===== src/rtl/clkseq_pkg.sv =====
package clkseq_pkg;
  localparam int REG_AW = 4;
  localparam int REG_DW = 32;

  // register addresses decoded by the clock control unit
  localparam logic [REG_AW-1:0] RA_SEL    = 4'h0;
  localparam logic [REG_AW-1:0] RA_SELST  = 4'h1;
  localparam logic [REG_AW-1:0] RA_DIV0   = 4'h2;
  localparam logic [REG_AW-1:0] RA_DIV0ST = 4'h3;
  localparam logic [REG_AW-1:0] RA_DIV1   = 4'h4;
  localparam logic [REG_AW-1:0] RA_DIV1ST = 4'h5;

  localparam int SEL_ALT_BIT = 16;
  localparam int SEL_HPM_BIT = 20;
  localparam int SELST_LSB   = 16;

  localparam logic [REG_DW-1:0] RATIO_M   = 32'h0000_0007;
  localparam logic [REG_DW-1:0] DBG_M     = 32'h0007_0000;
  localparam logic [REG_DW-1:0] D1_KEEP_M = 32'h0000_0077;
  localparam logic [REG_DW-1:0] ALT_SEL_M = 32'h0001_0000;

  localparam logic [2:0] MUXST_PRI = 3'd1;
  localparam logic [2:0] MUXST_ALT = 3'd2;

  typedef enum logic [4:0] {
    S_IDLE, S_LOOK, S_DIV,
    S_SAFE_RD, S_SAFE_WR, S_SAFE_POLL,
    S_MUXA_RD, S_MUXA_WR, S_MUXA_POLL,
    S_D1_RD, S_D0_WR, S_D0_POLL, S_D1_WR, S_D1_POLL,
    S_MUXP_RD, S_MUXP_WR, S_MUXP_POLL,
    S_REST_RD, S_REST_WR, S_REST_POLL
  } seq_st_t;
endpackage


===== src/rtl/clkseq_lookup.sv =====
module clkseq_lookup #(
  parameter int N_ENT  = 5,
  parameter int RATE_W = 16,
  parameter logic [N_ENT-1:0][RATE_W-1:0] TBL_RATE = '0,
  localparam int IW = (N_ENT > 1) ? $clog2(N_ENT) : 1
) (
  input  logic              clk,
  input  logic              rst,
  input  logic              start,
  input  logic [RATE_W-1:0] target,
  output logic              hit,
  output logic              miss,
  output logic [IW-1:0]     idx
);
  logic          act;
  logic [IW-1:0] ptr;

  always_ff @(posedge clk) begin
    if (rst) begin
      act  <= 1'b0;
      ptr  <= '0;
      hit  <= 1'b0;
      miss <= 1'b0;
      idx  <= '0;
    end else begin
      hit  <= 1'b0;
      miss <= 1'b0;
      if (start) begin
        act <= 1'b1;
        ptr <= '0;
      end else if (act) begin
        if (TBL_RATE[ptr] == '0) begin
          miss <= 1'b1;
          act  <= 1'b0;
        end else if (TBL_RATE[ptr] == target) begin
          hit <= 1'b1;
          idx <= ptr;
          act <= 1'b0;
        end else if (ptr == IW'(N_ENT - 1)) begin
          miss <= 1'b1;
          act  <= 1'b0;
        end else begin
          ptr <= ptr + 1'b1;
        end
      end
    end
  end
endmodule


===== src/rtl/clkseq_divu.sv =====
module clkseq_divu #(
  parameter int W = 17,
  localparam int CW = $clog2(W + 1)
) (
  input  logic         clk,
  input  logic         rst,
  input  logic         start,
  input  logic [W-1:0] num,
  input  logic [W-1:0] den,
  output logic         done,
  output logic [W-1:0] quo
);
  logic [W:0]    rem;
  logic [W-1:0]  q;
  logic [CW-1:0] cnt;
  logic          act;
  logic [W:0]    rem_sh;
  logic          ge;

  always_comb begin
    rem_sh = {rem[W-1:0], q[W-1]};
    ge     = (rem_sh >= {1'b0, den});
  end

  always_ff @(posedge clk) begin
    if (rst) begin
      rem  <= '0;
      q    <= '0;
      cnt  <= '0;
      act  <= 1'b0;
      done <= 1'b0;
    end else begin
      done <= 1'b0;
      if (start) begin
        rem <= '0;
        q   <= num;
        cnt <= CW'(W);
        act <= 1'b1;
      end else if (act) begin
        rem <= ge ? (rem_sh - {1'b0, den}) : rem_sh;
        q   <= {q[W-2:0], ge};
        cnt <= cnt - 1'b1;
        if (cnt == CW'(1)) begin
          act  <= 1'b0;
          done <= 1'b1;
        end
      end
    end
  end

  assign quo = q;
endmodule


===== src/rtl/clkseq_wdog.sv =====
module clkseq_wdog #(
  parameter int LIMIT = 1000000,
  localparam int TW = $clog2(LIMIT + 1)
) (
  input  logic clk,
  input  logic rst,
  input  logic clr,
  input  logic en,
  output logic expired
);
  logic [TW-1:0] cnt;

  assign expired = en && (cnt == TW'(LIMIT - 1));

  always_ff @(posedge clk) begin
    if (rst || clr) cnt <= '0;
    else if (en && !expired) cnt <= cnt + 1'b1;
  end
endmodule


===== src/rtl/dvfs_clk_seq.sv =====
module dvfs_clk_seq
  import clkseq_pkg::*;
#(
  parameter int RATE_W      = 16,
  parameter int N_ENT       = 5,
  parameter int TIMEOUT_CYC = 1000000,
  parameter logic [N_ENT-1:0][RATE_W-1:0] TBL_RATE =
    {16'd0, 16'd500, 16'd800, 16'd1000, 16'd1200},
  parameter logic [N_ENT-1:0][REG_DW-1:0] TBL_DIV0 =
    {32'h0, 32'h0002_1100, 32'h0003_2100, 32'h0004_2100, 32'h0005_3100},
  parameter logic [N_ENT-1:0][REG_DW-1:0] TBL_DIV1 =
    {32'h0, 32'h23, 32'h33, 32'h43, 32'h53}
) (
  input  logic              clk,
  input  logic              rst,
  input  logic              pre_req,
  input  logic              post_req,
  input  logic [RATE_W-1:0] old_rate,
  input  logic [RATE_W-1:0] new_rate,
  input  logic [RATE_W-1:0] alt_rate,
  input  logic              dbg_div_en,
  input  logic              has_div1,
  output logic              bus_rd,
  output logic              bus_wr,
  output logic [REG_AW-1:0] bus_addr,
  output logic [REG_DW-1:0] bus_wdata,
  input  logic [REG_DW-1:0] bus_rdata,
  output logic              busy,
  output logic              done,
  output logic              err,
  output logic              warn,
  output logic              pll_ready
);
  localparam int QW = RATE_W + 1;
  localparam int IW = (N_ENT > 1) ? $clog2(N_ENT) : 1;

  seq_st_t st;
  logic [RATE_W-1:0] o_q, n_q, a_q;
  logic [REG_DW-1:0] rd_q, sval_q, d1_q;
  logic              hpm_q, dbg_q, h1_q;

  logic              pre_acc, post_acc;
  logic              need;
  logic [RATE_W-1:0] lo_rate;
  logic [QW-1:0]     dv_num, dv_quo, q_m1;
  logic              dv_done, lk_hit, lk_miss;
  logic [IW-1:0]     lk_idx;
  logic [REG_DW-1:0] msk;
  logic              in_poll, cond, wd_exp, adv;

  assign pre_acc  = (st == S_IDLE) && pre_req && !pll_ready;
  assign post_acc = (st == S_IDLE) && !pre_req && post_req && pll_ready;
  assign need     = (a_q > o_q) || (o_q > n_q);
  assign lo_rate  = (o_q < n_q) ? o_q : n_q;
  assign dv_num   = {1'b0, a_q} + {1'b0, lo_rate} - QW'(1);
  assign q_m1     = dv_quo - QW'(1);
  assign msk      = RATIO_M | (dbg_q ? DBG_M : '0);
  assign busy     = (st != S_IDLE);

  clkseq_lookup #(.N_ENT(N_ENT), .RATE_W(RATE_W), .TBL_RATE(TBL_RATE)) u_look (
    .clk(clk), .rst(rst), .start(pre_acc), .target(n_q),
    .hit(lk_hit), .miss(lk_miss), .idx(lk_idx));

  clkseq_divu #(.W(QW)) u_div (
    .clk(clk), .rst(rst), .start((st == S_LOOK) && lk_hit && need),
    .num(dv_num), .den({1'b0, lo_rate}), .done(dv_done), .quo(dv_quo));

  clkseq_wdog #(.LIMIT(TIMEOUT_CYC)) u_wd (
    .clk(clk), .rst(rst), .clr(!in_poll || cond), .en(in_poll),
    .expired(wd_exp));

  // poll conditions on the status read of the current state
  always_comb begin
    in_poll = 1'b1;
    cond    = 1'b0;
    case (st)
      S_SAFE_POLL, S_REST_POLL: cond = ((bus_rdata & msk) == '0);
      S_MUXA_POLL: cond = (bus_rdata[SELST_LSB +: 3] == MUXST_ALT);
      S_MUXP_POLL: cond = (bus_rdata[SELST_LSB +: 3] == MUXST_PRI);
      S_D0_POLL, S_D1_POLL: cond = (bus_rdata == '0);
      default: in_poll = 1'b0;
    endcase
    adv = cond || wd_exp;
  end

  // bus command decoded from state registers only
  always_comb begin
    bus_rd    = 1'b0;
    bus_wr    = 1'b0;
    bus_addr  = '0;
    bus_wdata = '0;
    case (st)
      S_SAFE_RD:   begin bus_rd = 1'b1; bus_addr = RA_DIV0; end
      S_SAFE_WR:   begin bus_wr = 1'b1; bus_addr = RA_DIV0;
                         bus_wdata = (rd_q & ~msk) | (sval_q & msk); end
      S_SAFE_POLL: begin bus_rd = 1'b1; bus_addr = RA_DIV0ST; end
      S_MUXA_RD:   begin bus_rd = 1'b1; bus_addr = RA_SEL; end
      S_MUXA_WR:   begin bus_wr = 1'b1; bus_addr = RA_SEL;
                         bus_wdata = rd_q | ALT_SEL_M; end
      S_MUXA_POLL: begin bus_rd = 1'b1; bus_addr = RA_SELST; end
      S_D1_RD:     begin bus_rd = 1'b1; bus_addr = RA_DIV1; end
      S_D0_WR:     begin bus_wr = 1'b1; bus_addr = RA_DIV0;
                         bus_wdata = TBL_DIV0[lk_idx] | sval_q; end
      S_D0_POLL:   begin bus_rd = 1'b1; bus_addr = RA_DIV0ST; end
      S_D1_WR:     begin bus_wr = 1'b1; bus_addr = RA_DIV1; bus_wdata = d1_q; end
      S_D1_POLL:   begin bus_rd = 1'b1; bus_addr = RA_DIV1ST; end
      S_MUXP_RD:   begin bus_rd = 1'b1; bus_addr = RA_SEL; end
      S_MUXP_WR:   begin bus_wr = 1'b1; bus_addr = RA_SEL;
                         bus_wdata = rd_q & ~ALT_SEL_M; end
      S_MUXP_POLL: begin bus_rd = 1'b1; bus_addr = RA_SELST; end
      S_REST_RD:   begin bus_rd = 1'b1; bus_addr = RA_DIV0; end
      S_REST_WR:   begin bus_wr = 1'b1; bus_addr = RA_DIV0;
                         bus_wdata = (rd_q & ~msk) |
                                     (dbg_q ? (TBL_DIV0[lk_idx] & DBG_M) : '0); end
      S_REST_POLL: begin bus_rd = 1'b1; bus_addr = RA_DIV0ST; end
      default: ;
    endcase
  end

  always_ff @(posedge clk) begin
    if (rst) begin
      st        <= S_IDLE;
      o_q       <= '0;
      n_q       <= '0;
      a_q       <= '0;
      rd_q      <= '0;
      sval_q    <= '0;
      d1_q      <= '0;
      hpm_q     <= 1'b0;
      dbg_q     <= 1'b0;
      h1_q      <= 1'b0;
      done      <= 1'b0;
      err       <= 1'b0;
      warn      <= 1'b0;
      pll_ready <= 1'b0;
    end else begin
      done <= 1'b0;
      if (in_poll && !cond && wd_exp) err <= 1'b1;
      case (st)
        S_IDLE: begin
          if (pre_acc) begin
            o_q   <= old_rate;
            n_q   <= new_rate;
            a_q   <= alt_rate;
            dbg_q <= dbg_div_en;
            h1_q  <= has_div1;
            err   <= 1'b0;
            warn  <= 1'b0;
            st    <= S_LOOK;
          end else if (post_acc) begin
            dbg_q     <= dbg_div_en;
            err       <= 1'b0;
            warn      <= 1'b0;
            pll_ready <= 1'b0;
            st        <= S_MUXP_RD;
          end
        end
        S_LOOK: begin
          if (lk_miss) begin
            err  <= 1'b1;
            done <= 1'b1;
            st   <= S_IDLE;
          end else if (lk_hit) begin
            if (need) st <= S_DIV;
            else begin
              sval_q <= '0;
              st     <= S_MUXA_RD;
            end
          end
        end
        S_DIV: begin
          if (dv_done) begin
            sval_q <= (dbg_q ? DBG_M : '0) |
                      REG_DW'((dv_quo == '0) ? 3'd0 : q_m1[2:0]);
            if (dv_quo > QW'(8)) warn <= 1'b1;
            st <= S_SAFE_RD;
          end
        end
        S_SAFE_RD:   begin rd_q <= bus_rdata; st <= S_SAFE_WR; end
        S_SAFE_WR:   st <= S_SAFE_POLL;
        S_SAFE_POLL: if (adv) st <= S_MUXA_RD;
        S_MUXA_RD: begin
          rd_q  <= bus_rdata;
          hpm_q <= bus_rdata[SEL_HPM_BIT];
          st    <= S_MUXA_WR;
        end
        S_MUXA_WR: st <= S_MUXA_POLL;
        S_MUXA_POLL: begin
          if (adv) begin
            d1_q <= TBL_DIV1[lk_idx];
            st   <= (h1_q && hpm_q) ? S_D1_RD : S_D0_WR;
          end
        end
        S_D1_RD: begin d1_q <= bus_rdata & D1_KEEP_M; st <= S_D0_WR; end
        S_D0_WR: st <= S_D0_POLL;
        S_D0_POLL: begin
          if (adv) begin
            if (h1_q) st <= S_D1_WR;
            else begin
              done      <= 1'b1;
              pll_ready <= 1'b1;
              st        <= S_IDLE;
            end
          end
        end
        S_D1_WR: st <= S_D1_POLL;
        S_D1_POLL: begin
          if (adv) begin
            done      <= 1'b1;
            pll_ready <= 1'b1;
            st        <= S_IDLE;
          end
        end
        S_MUXP_RD:   begin rd_q <= bus_rdata; st <= S_MUXP_WR; end
        S_MUXP_WR:   st <= S_MUXP_POLL;
        S_MUXP_POLL: if (adv) st <= S_REST_RD;
        S_REST_RD:   begin rd_q <= bus_rdata; st <= S_REST_WR; end
        S_REST_WR:   st <= S_REST_POLL;
        S_REST_POLL: begin
          if (adv) begin
            done <= 1'b1;
            st   <= S_IDLE;
          end
        end
        default: st <= S_IDLE;
      endcase
    end
  end
endmodule


===== config.mk =====
export PLATFORM = sky130hd
export DESIGN_NAME = dvfs_clk_seq
export DESIGN_NICKNAME = d
export VERILOG_FILES = /design/src/rtl/clkseq_pkg.sv /design/src/rtl/clkseq_lookup.sv /design/src/rtl/clkseq_divu.sv /design/src/rtl/clkseq_wdog.sv /design/src/rtl/dvfs_clk_seq.sv
export SDC_FILE = /design/constraint.sdc
export NUM_CORES = 1
export LEC_CHECK = 0
export ABC_CLOCK_PERIOD_IN_PS = 8500
export BUFFER_PORTS_ARGS = -buffer_cell sky130_fd_sc_hd__buf_2
export CAP_MARGIN = 20
export CORE_MARGIN = 8
export CORE_UTILIZATION = 50
export DETAILED_ROUTE_END_ITERATION = 8
export PLACE_DENSITY = 0.7
export SKIP_LAST_GASP = 1
export SYNTH_ARGS = -nofsm -noshare
export SYNTH_HDL_FRONTEND = slang
export SYNTH_HIERARCHICAL = 1
export SYNTH_SLANG_ARGS = --single-unit

===== constraint.sdc =====
create_clock -name clk -period 8.5 [get_ports clk]
set_input_delay 0.85 -clock clk [delete_from_list [all_inputs] [get_ports clk]]
set_output_delay 0.85 -clock clk [all_outputs]
set_load 0.005 [all_outputs]

* After elaboration in Yosys (flattened, before gate mapping)
Memories as Yosys holds them, arrays and structs flattened. A register that Yosys moved wholly into a read port is not among the register bits. Index checks and enable logic that the tools add are counted.
Word-level totals: memories 3, bits in writable memories 0, output and inout port bits 43, ROM bits 640, register bits after elaboration 226, input port bits 86, bits in latches 0, word-level logic and storage cells 236
Cells by class: equal/unequal tests 41, bitwise operators 14, reductions and logical operators 58, magnitude comparators 7, div/mod/pow operators 0, shift operators 0, $add $sub $neg 7, multipliers 0, muxes and demuxes 80
Memory list:
- (name not given) | words 8, bits a word 32, rd ports 1, clocked after Yosys merged registers in 1, write ports 0, RTL line dvfs_clk_seq.sv:190 | d1_q <= TBL_DIV1[lk_idx];
- (name not given) | words 8, bits a word 32, rd ports 1, clocked after Yosys merged registers in 1, write ports 0, RTL line dvfs_clk_seq.sv:114 | (dbg_q ? (TBL_DIV0[lk_idx] & DBG_M) : '0); end
- (name not given) | words 8, bits a word 16, rd ports 1, clocked after Yosys merged registers in 1, write ports 0, RTL line clkseq_lookup.sv:32 | if (TBL_RATE[ptr] == '0) begin
Operators with widths (count):
- $mux 32 | 7
- $pmux 32 s6 | 1
- $pmux 32 s2 | 2
- $and 32x32->32 | 3
- $pmux 5 s19 | 1
- $logic_not 32->1 | 2
- $or 32x32->32 | 2
- $mux 5 | 12
- $mux 17 | 3
- $eq 5x4->1 const B | 8
- $mux 19 | 2
- $mux 1 | 34
- $gt 16x16->1 | 2
- $mux 16 | 2
- $not 32->32 | 1
- $or 32x19->32 | 1
- $mux 3 | 8
- $ne 2x2->1 const B | 11
- $add 20x1->20 const B | 1
- $eq 20x20->1 const B | 1
- $eq 5x3->1 const B | 4
- $eq 5x5->1 const B | 4
- $or 19x3->19 | 1
- $ge 18x16->1 | 1
- other kinds (45) | 93

* Depth between registers and ports, before layout
depth in word-level cells 11, depth in mapped cells 23, depth with buffers taken out 22

* Hierarchy
Netlist, hierarchy kept.
Modules (own cells, without submodules):
- dvfs_clk_seq | cells an instance 940, instances 1, area each 7030.5 µm², seq. area each 2042.0 µm²
- clkseq_divu | cells an instance 363, instances 1, area each 2872.8 µm², seq. area each 820.8 µm²
- clkseq_wdog | cells an instance 116, instances 1, area each 1001.0 µm², seq. area each 400.4 µm²
- clkseq_lookup | cells an instance 98, instances 1, area each 910.9 µm², seq. area each 360.3 µm²

* Worst setup path after synthesis
No wires, ideal clock.
path type flip-flop to flip-flop, start register n_q[1], end register u_div.q[15] (netlist: u_div/quo[15]), buffers on the path 2, period minus slack after synthesis 5055 ps, cell stages (with the launch flop) 24, slack 3445 ps, arrival time 4928 ps, data required time 8372 ps, library setup time 128 ps, cell sequence dfxtp_1 > inv_1 > ha_1 > nor2b_1 > o211ai_1 > a21oi_1 > a2111o_1 > a221o_1 > clkbuf_1 > clkbuf_1 > a21oi_1 > ha_1 > inv_1 > ha_1 > fa_1 > a21o_1 > a21o_1 > a2111oi_0 > o31ai_1 > o41a_1 > mux2_2 > o2111ai_1 > a21oi_1 > nor2_1
On the way: longest elaborated chain between the ends 5, elaborated cells on any way between the ends 9, those cells by class 2 x add/sub; 2 x order compare; 2 x mux; 3 x reduce/logical
Ends and longest elaborated chain:
- start: declaration | RTL line dvfs_clk_seq.sv:38 | logic [RATE_W-1:0] o_q, n_q, a_q;
- start signal: assignment | RTL line dvfs_clk_seq.sv:143 | n_q <= new_rate;
- $lt 16x16->1 | RTL line dvfs_clk_seq.sv:54 | assign lo_rate = (o_q < n_q) ? o_q : n_q;
- $mux 16 * | RTL line dvfs_clk_seq.sv:54
- $add 16x16->17 * | RTL line dvfs_clk_seq.sv:55 | assign dv_num = {1'b0, a_q} + {1'b0, lo_rate} - QW'(1);
- $sub 17x1->17 * | RTL line dvfs_clk_seq.sv:55
- via dv_num[15] | RTL line dvfs_clk_seq.sv:45 | logic [QW-1:0] dv_num, dv_quo, q_m1;
- $mux 17 * | RTL line clkseq_divu.sv:34 | if (start) begin
- end signal: assignment | RTL line clkseq_divu.sv:36 | q <= num;
- end signal: assignment | RTL line clkseq_divu.sv:41 | q <= {q[W-2:0], ge};
- end: declaration | RTL line clkseq_divu.sv:14 | logic [W-1:0] q;
Mark *: on every way through the listed nets, which the timed path passes. The rest lies on a longest branch. A chain may end at the register's enable or synchronous reset.

* Worst setup path after layout
start register n_q[1], end register u_div.rem[8]
On the way: longest elaborated chain between the ends 4, elaborated cells on any way between the ends 9, those cells by class 1 x add/sub; 3 x order compare; 2 x mux; 3 x reduce/logical
Ends and longest elaborated chain:
- $lt 16x16->1 | RTL line dvfs_clk_seq.sv:54
- $mux 16 | RTL line dvfs_clk_seq.sv:54
- via lo_rate[15] | RTL line dvfs_clk_seq.sv:44 | logic [RATE_W-1:0] lo_rate;
- $ge 18x16->1 | RTL line clkseq_divu.sv:22 | ge = (rem_sh >= {1'b0, den});
- $mux 17 | RTL line clkseq_divu.sv:40 | rem <= ge ? (rem_sh - {1'b0, den}) : rem_sh;
- end signal: assignment | RTL line clkseq_divu.sv:40
- end: declaration | RTL line clkseq_divu.sv:13 | logic [W:0] rem;
The timed path passes the listed nets, and every way through them passes these cells.

==> impl_metrics.ini <==
[flow_run]
cap_viol_max_count = 0

[placement]
place.gp.congestion = 0.944
dp_cells = 1899
hpwl_um = 23700
place_area_um2 = 12700
io_buffers = 127

[worst_setup_path]
critPathLaunchType = flop
cp_slowest_stage_delay_ns = 0.91
crit_required_ns = 8.85
cp_slowest_cell = a2111oi_4
critPathKind = flop to flop
path_cells = inv_1 -> ha_1 -> nor2b_1 -> o211ai_1 -> a21oi_1 -> a2111o_1 -> a221o_1 -> buf_4 -> nor2_1 -> a21o_1 -> inv_1 -> ha_1 -> a21o_1 -> a211oi_1 -> a21bo_2 -> a2111oi_4 -> o31ai_1 -> a211oi_1
ff2ff_path_depth = 18
crit_arrival_ns = 5.83
path_max_fanout = 36
end_kind = flop
r2r-end = u_div/rem[8]
r2r_start = n_q[1]
timing.reg2reg.setup_slack_ns = 3.02

[floorplan]
initial_core_util_pct = 50.6
die_area_um2 = 28800
row_count = 56
io_pins = 129
core_area_um2 = 23300
die_h_um = 170
die-width_um = 170

[timing]
max_slew_margin_pct = 24.5
worstMarginPinSlew_ns = 1.13
period_minus_slack_ns = 5.48
fin_crit_sh_pct = 64.5
finClkSkew_ns = 0.0156
fmax_mhz = 183
rsz0062_at_grt = false
finalSetupViolations = 0
slew_viol_final = 0
hold_violations = 0
final.setup.tns_ns = 0

[pwr]
p_int_w = 0.00234
clock_power_share_pct = 18.1
pwr-share-comb_pct = 57.8
power_density_nw_per_um2 = 333
p_sw_share_pct = 46.9
vdd_ir_drop_max_v = 0.000269
p_leak_nw = 5.50
seqPwrFrac_pct = 24.1
p_sw_w = 0.00206

[yosys]
synth.ff_latch_count = 181
syn-cell-area_um2 = 11800
ys_seq_area_share_pct = 30.7
synth.distinct_cells = 95
synth_flop_cell = dfxtp_1
synth_edf_count = 0
yosysWarnings = 6
synth-async-reset-ratio_pct = 0
syn_inst = 1517
syn_avg_cell_area_um2 = 7.79

[route]
via_per_inst = 5.72
ant_nets = 0
via_count = 11050
drtIter0Drc = 1036
wl_per_cell_um = 16.6
wl_um = 32100
drc = 0
drtPass1Iterations = 7

[global_route]
grt_remaining_overflow = 0
antenna_found_initial = 1
grt_pass1_vias = 10223
grt_pass1_wl_um = 52000
grt_max_degree = 79
grt_usage_pct = 21.8

[clock_network]
hold_buffers = 0
htreeDepth = 4
cts.clk_slew.worst_paths_ns = 0.08
worstSkewPairLatency_ns = 0.44
numCtsBuffers = 17
cts_setup_buffers = 0
root_buffer = clkbuf_16
cts.sinks = 181
cts_tree = done
postCtsResizedCells = 0
clk_path_buf_depth = 2

[min_path]
hold-path-endpoint = a_q[0]
hold_path_class = flop to flop
min_from = a_q[0]
whs_path_depth = 2

[finish]
fill_cells = 2226
area_growth_syn_to_layout_pct = 12.1
fin_nets = 1778
drive_gt1_share_pct = 13.3
final_area_um2 = 13200
stdcell_count = 1932

[outcome]
run_status = completed
critical path, delay by kind of cell, from the launching register on:
| kind | cells | cell delay (ns) |
|---|---|---|
| AOI/OAI and AO/OA | 11 | 3.60 |
| DFF | 1 | 0.40 |
| adders and majority gates | 2 | 0.62 |
| and+or+nand+nor | 2 | 0.30 |
| buffers and inverters | 3 | 0.46 |
cell usage in the layout (no fill, tap or decap), types with 5 or more instances in the layout:
master       n
inv_1      137
ha_1        91
nor4_1      20
and2_1      25
and3_1      14
o211ai_1    13
a21o_1      30
nand2b_1     9
clkbuf_16   17
o21ai_1      8
nand3_1     29
nor4b_1      5
or3_1       12
dfxtp_1    180
o21ai_0     48
nor2_1     158
mux2i_1     61
o31ai_1      8
or2_2        9
buf_4       10
a211oi_1     9
nand2_1    163
nor3_1      34
nand4_1     21
nor2b_1     17
buf_2      126
a31oi_1     22
nand3b_1    11
inv_8        5
a21oi_1    136
o2111ai_1    7
xor2_1      14
xnor2_1     33
power groups by stage:
stage	sequential [W]	combinational [W]	clock, W
6_report	0.00106	0.00255	0.000796
5_1_grt	0.00107	0.00281	0.000843
4_1_cts	0.00106	0.00251	0.000811
3_5_place_dp	0.00108	0.00249	0
3_3_place_gp	0.00108	0.00246	0
2_1_floorplan	0.00101	0.00199	0
per-stage QoR:
step	hold slack [ns]	util (%)	setup slack, ns	power [W]
2_1_floorplan	0.434	-	3.44	0.00301
3_3_place_gp	0.448	54.2	3.23	0.00353
3_5_place_dp	0.461	54.2	3.09	0.00357
4_1_cts	0.472	56.7	3.05	0.00438
5_1_grt	0.489	56.7	2.58	0.00472
6_report	0.465	56.7	3.02	0.00441
cells in the mapped netlist (all sizes together) (5+ instances only):
cell       n  area share, %
nor4b      5           0.37
a21o      30            1.9
nor2b     17           0.90
o211ai    13           0.83
o2111ai    7           0.52
inv      138            4.4
a2111oi    7           0.87
ha        91            9.6
o21ai     57            2.4
a211oi     9           0.57
mux2i     61            5.2
nand2    163            5.2
nand4     21            1.1
xor2      14            1.0
and4       5           0.40
nor2     160            5.1
buf       16           0.67
and2      25            1.3
xnor2     33            2.4
or2        9           0.48
o311ai     5           0.43
and3      15           0.80
nor4      23            1.4
a31oi     23            1.3
clkbuf    58            1.9
nand2b     9           0.48
nand3b    11           0.70
o31ai      9           0.61
nand3     30            1.4
nor3      36            1.6
or3       13           0.70
dfxtp    181             31
a21oi    136            5.8
or4        5           0.41
how the worst max path moves through the flow:
stage | startpoint | end | slack, ns | cells past startpoint
after detailed placement | n_q[1] | u_div/quo[15] | 3.09 | 22
after global placement | n_q[1] | u_div/quo[15] | 3.23 | 22
after floorplan | n_q[1] | u_div/quo[15] | 3.44 | 23
after global routing | n_q[1] | u_div/rem[8] | 2.58 | 18
after CTS | n_q[1] | u_div/quo[15] | 3.05 | 22
final | n_q[1] | u_div/rem[8] | 3.02 | 18
sequential cells by signal (all words and copies together) (netlist names), 3 cells and up, named ones only:
signal      count
d1_q            6
u_div/quo      17
u_div/cnt       5
st              5
a_q            16
u_div/rem      17
u_wd/cnt       20
u_look/idx      3
rd_q           32
n_q            16
sval_q          4
o_q            16
u_look/ptr      3
cell families after synthesis:
| logic type | after synthesis | synth area share (%) |
|---|---|---|
| compound gates | 359 | 20.3 |
| fa+ha+maj | 93 | 9.98 |
| simple gates | 558 | 23.2 |
| mux | 63 | 5.36 |
| xor+xnor | 47 | 3.48 |
| buf+inv | 215 | 7.00 |
| flops | 181 | 30.7 |
| other cells | 1 | 0.0317 |
layout make-up:
class / instances / area (um^2) / share of cell area (%)
Multi-Input combinational cell: 1122 / 7390 / 55.8
Timing Repair Buffer: 136 / 706 / 5.33
Antenna cell: 1 / 2.50 / 0.0189
Sequential cell: 181 / 3620 / 27.4
Clock buffer: 17 / 425 / 3.21
Clock inverter: 15 / 160 / 1.21
Inverter: 141 / 529 / 4.00
Tap cell: 319 / 399 / 3.01
routing by layer:
| layer | track usage [%] | vias to the layer above | wire, um |
|---|---|---|---|
| met5 | 0 | - | 0 |
| met2 | 35.4 | 374 | 14600 |
| li1 | - | 5503 | - |
| met1 | 29.2 | 5111 | 14800 |
| met3 | 3.81 | 62 | 1920 |
| met4 | 6.50 | 0 | 780 |
No activity file was read; power rests on OpenSTA's default activity.
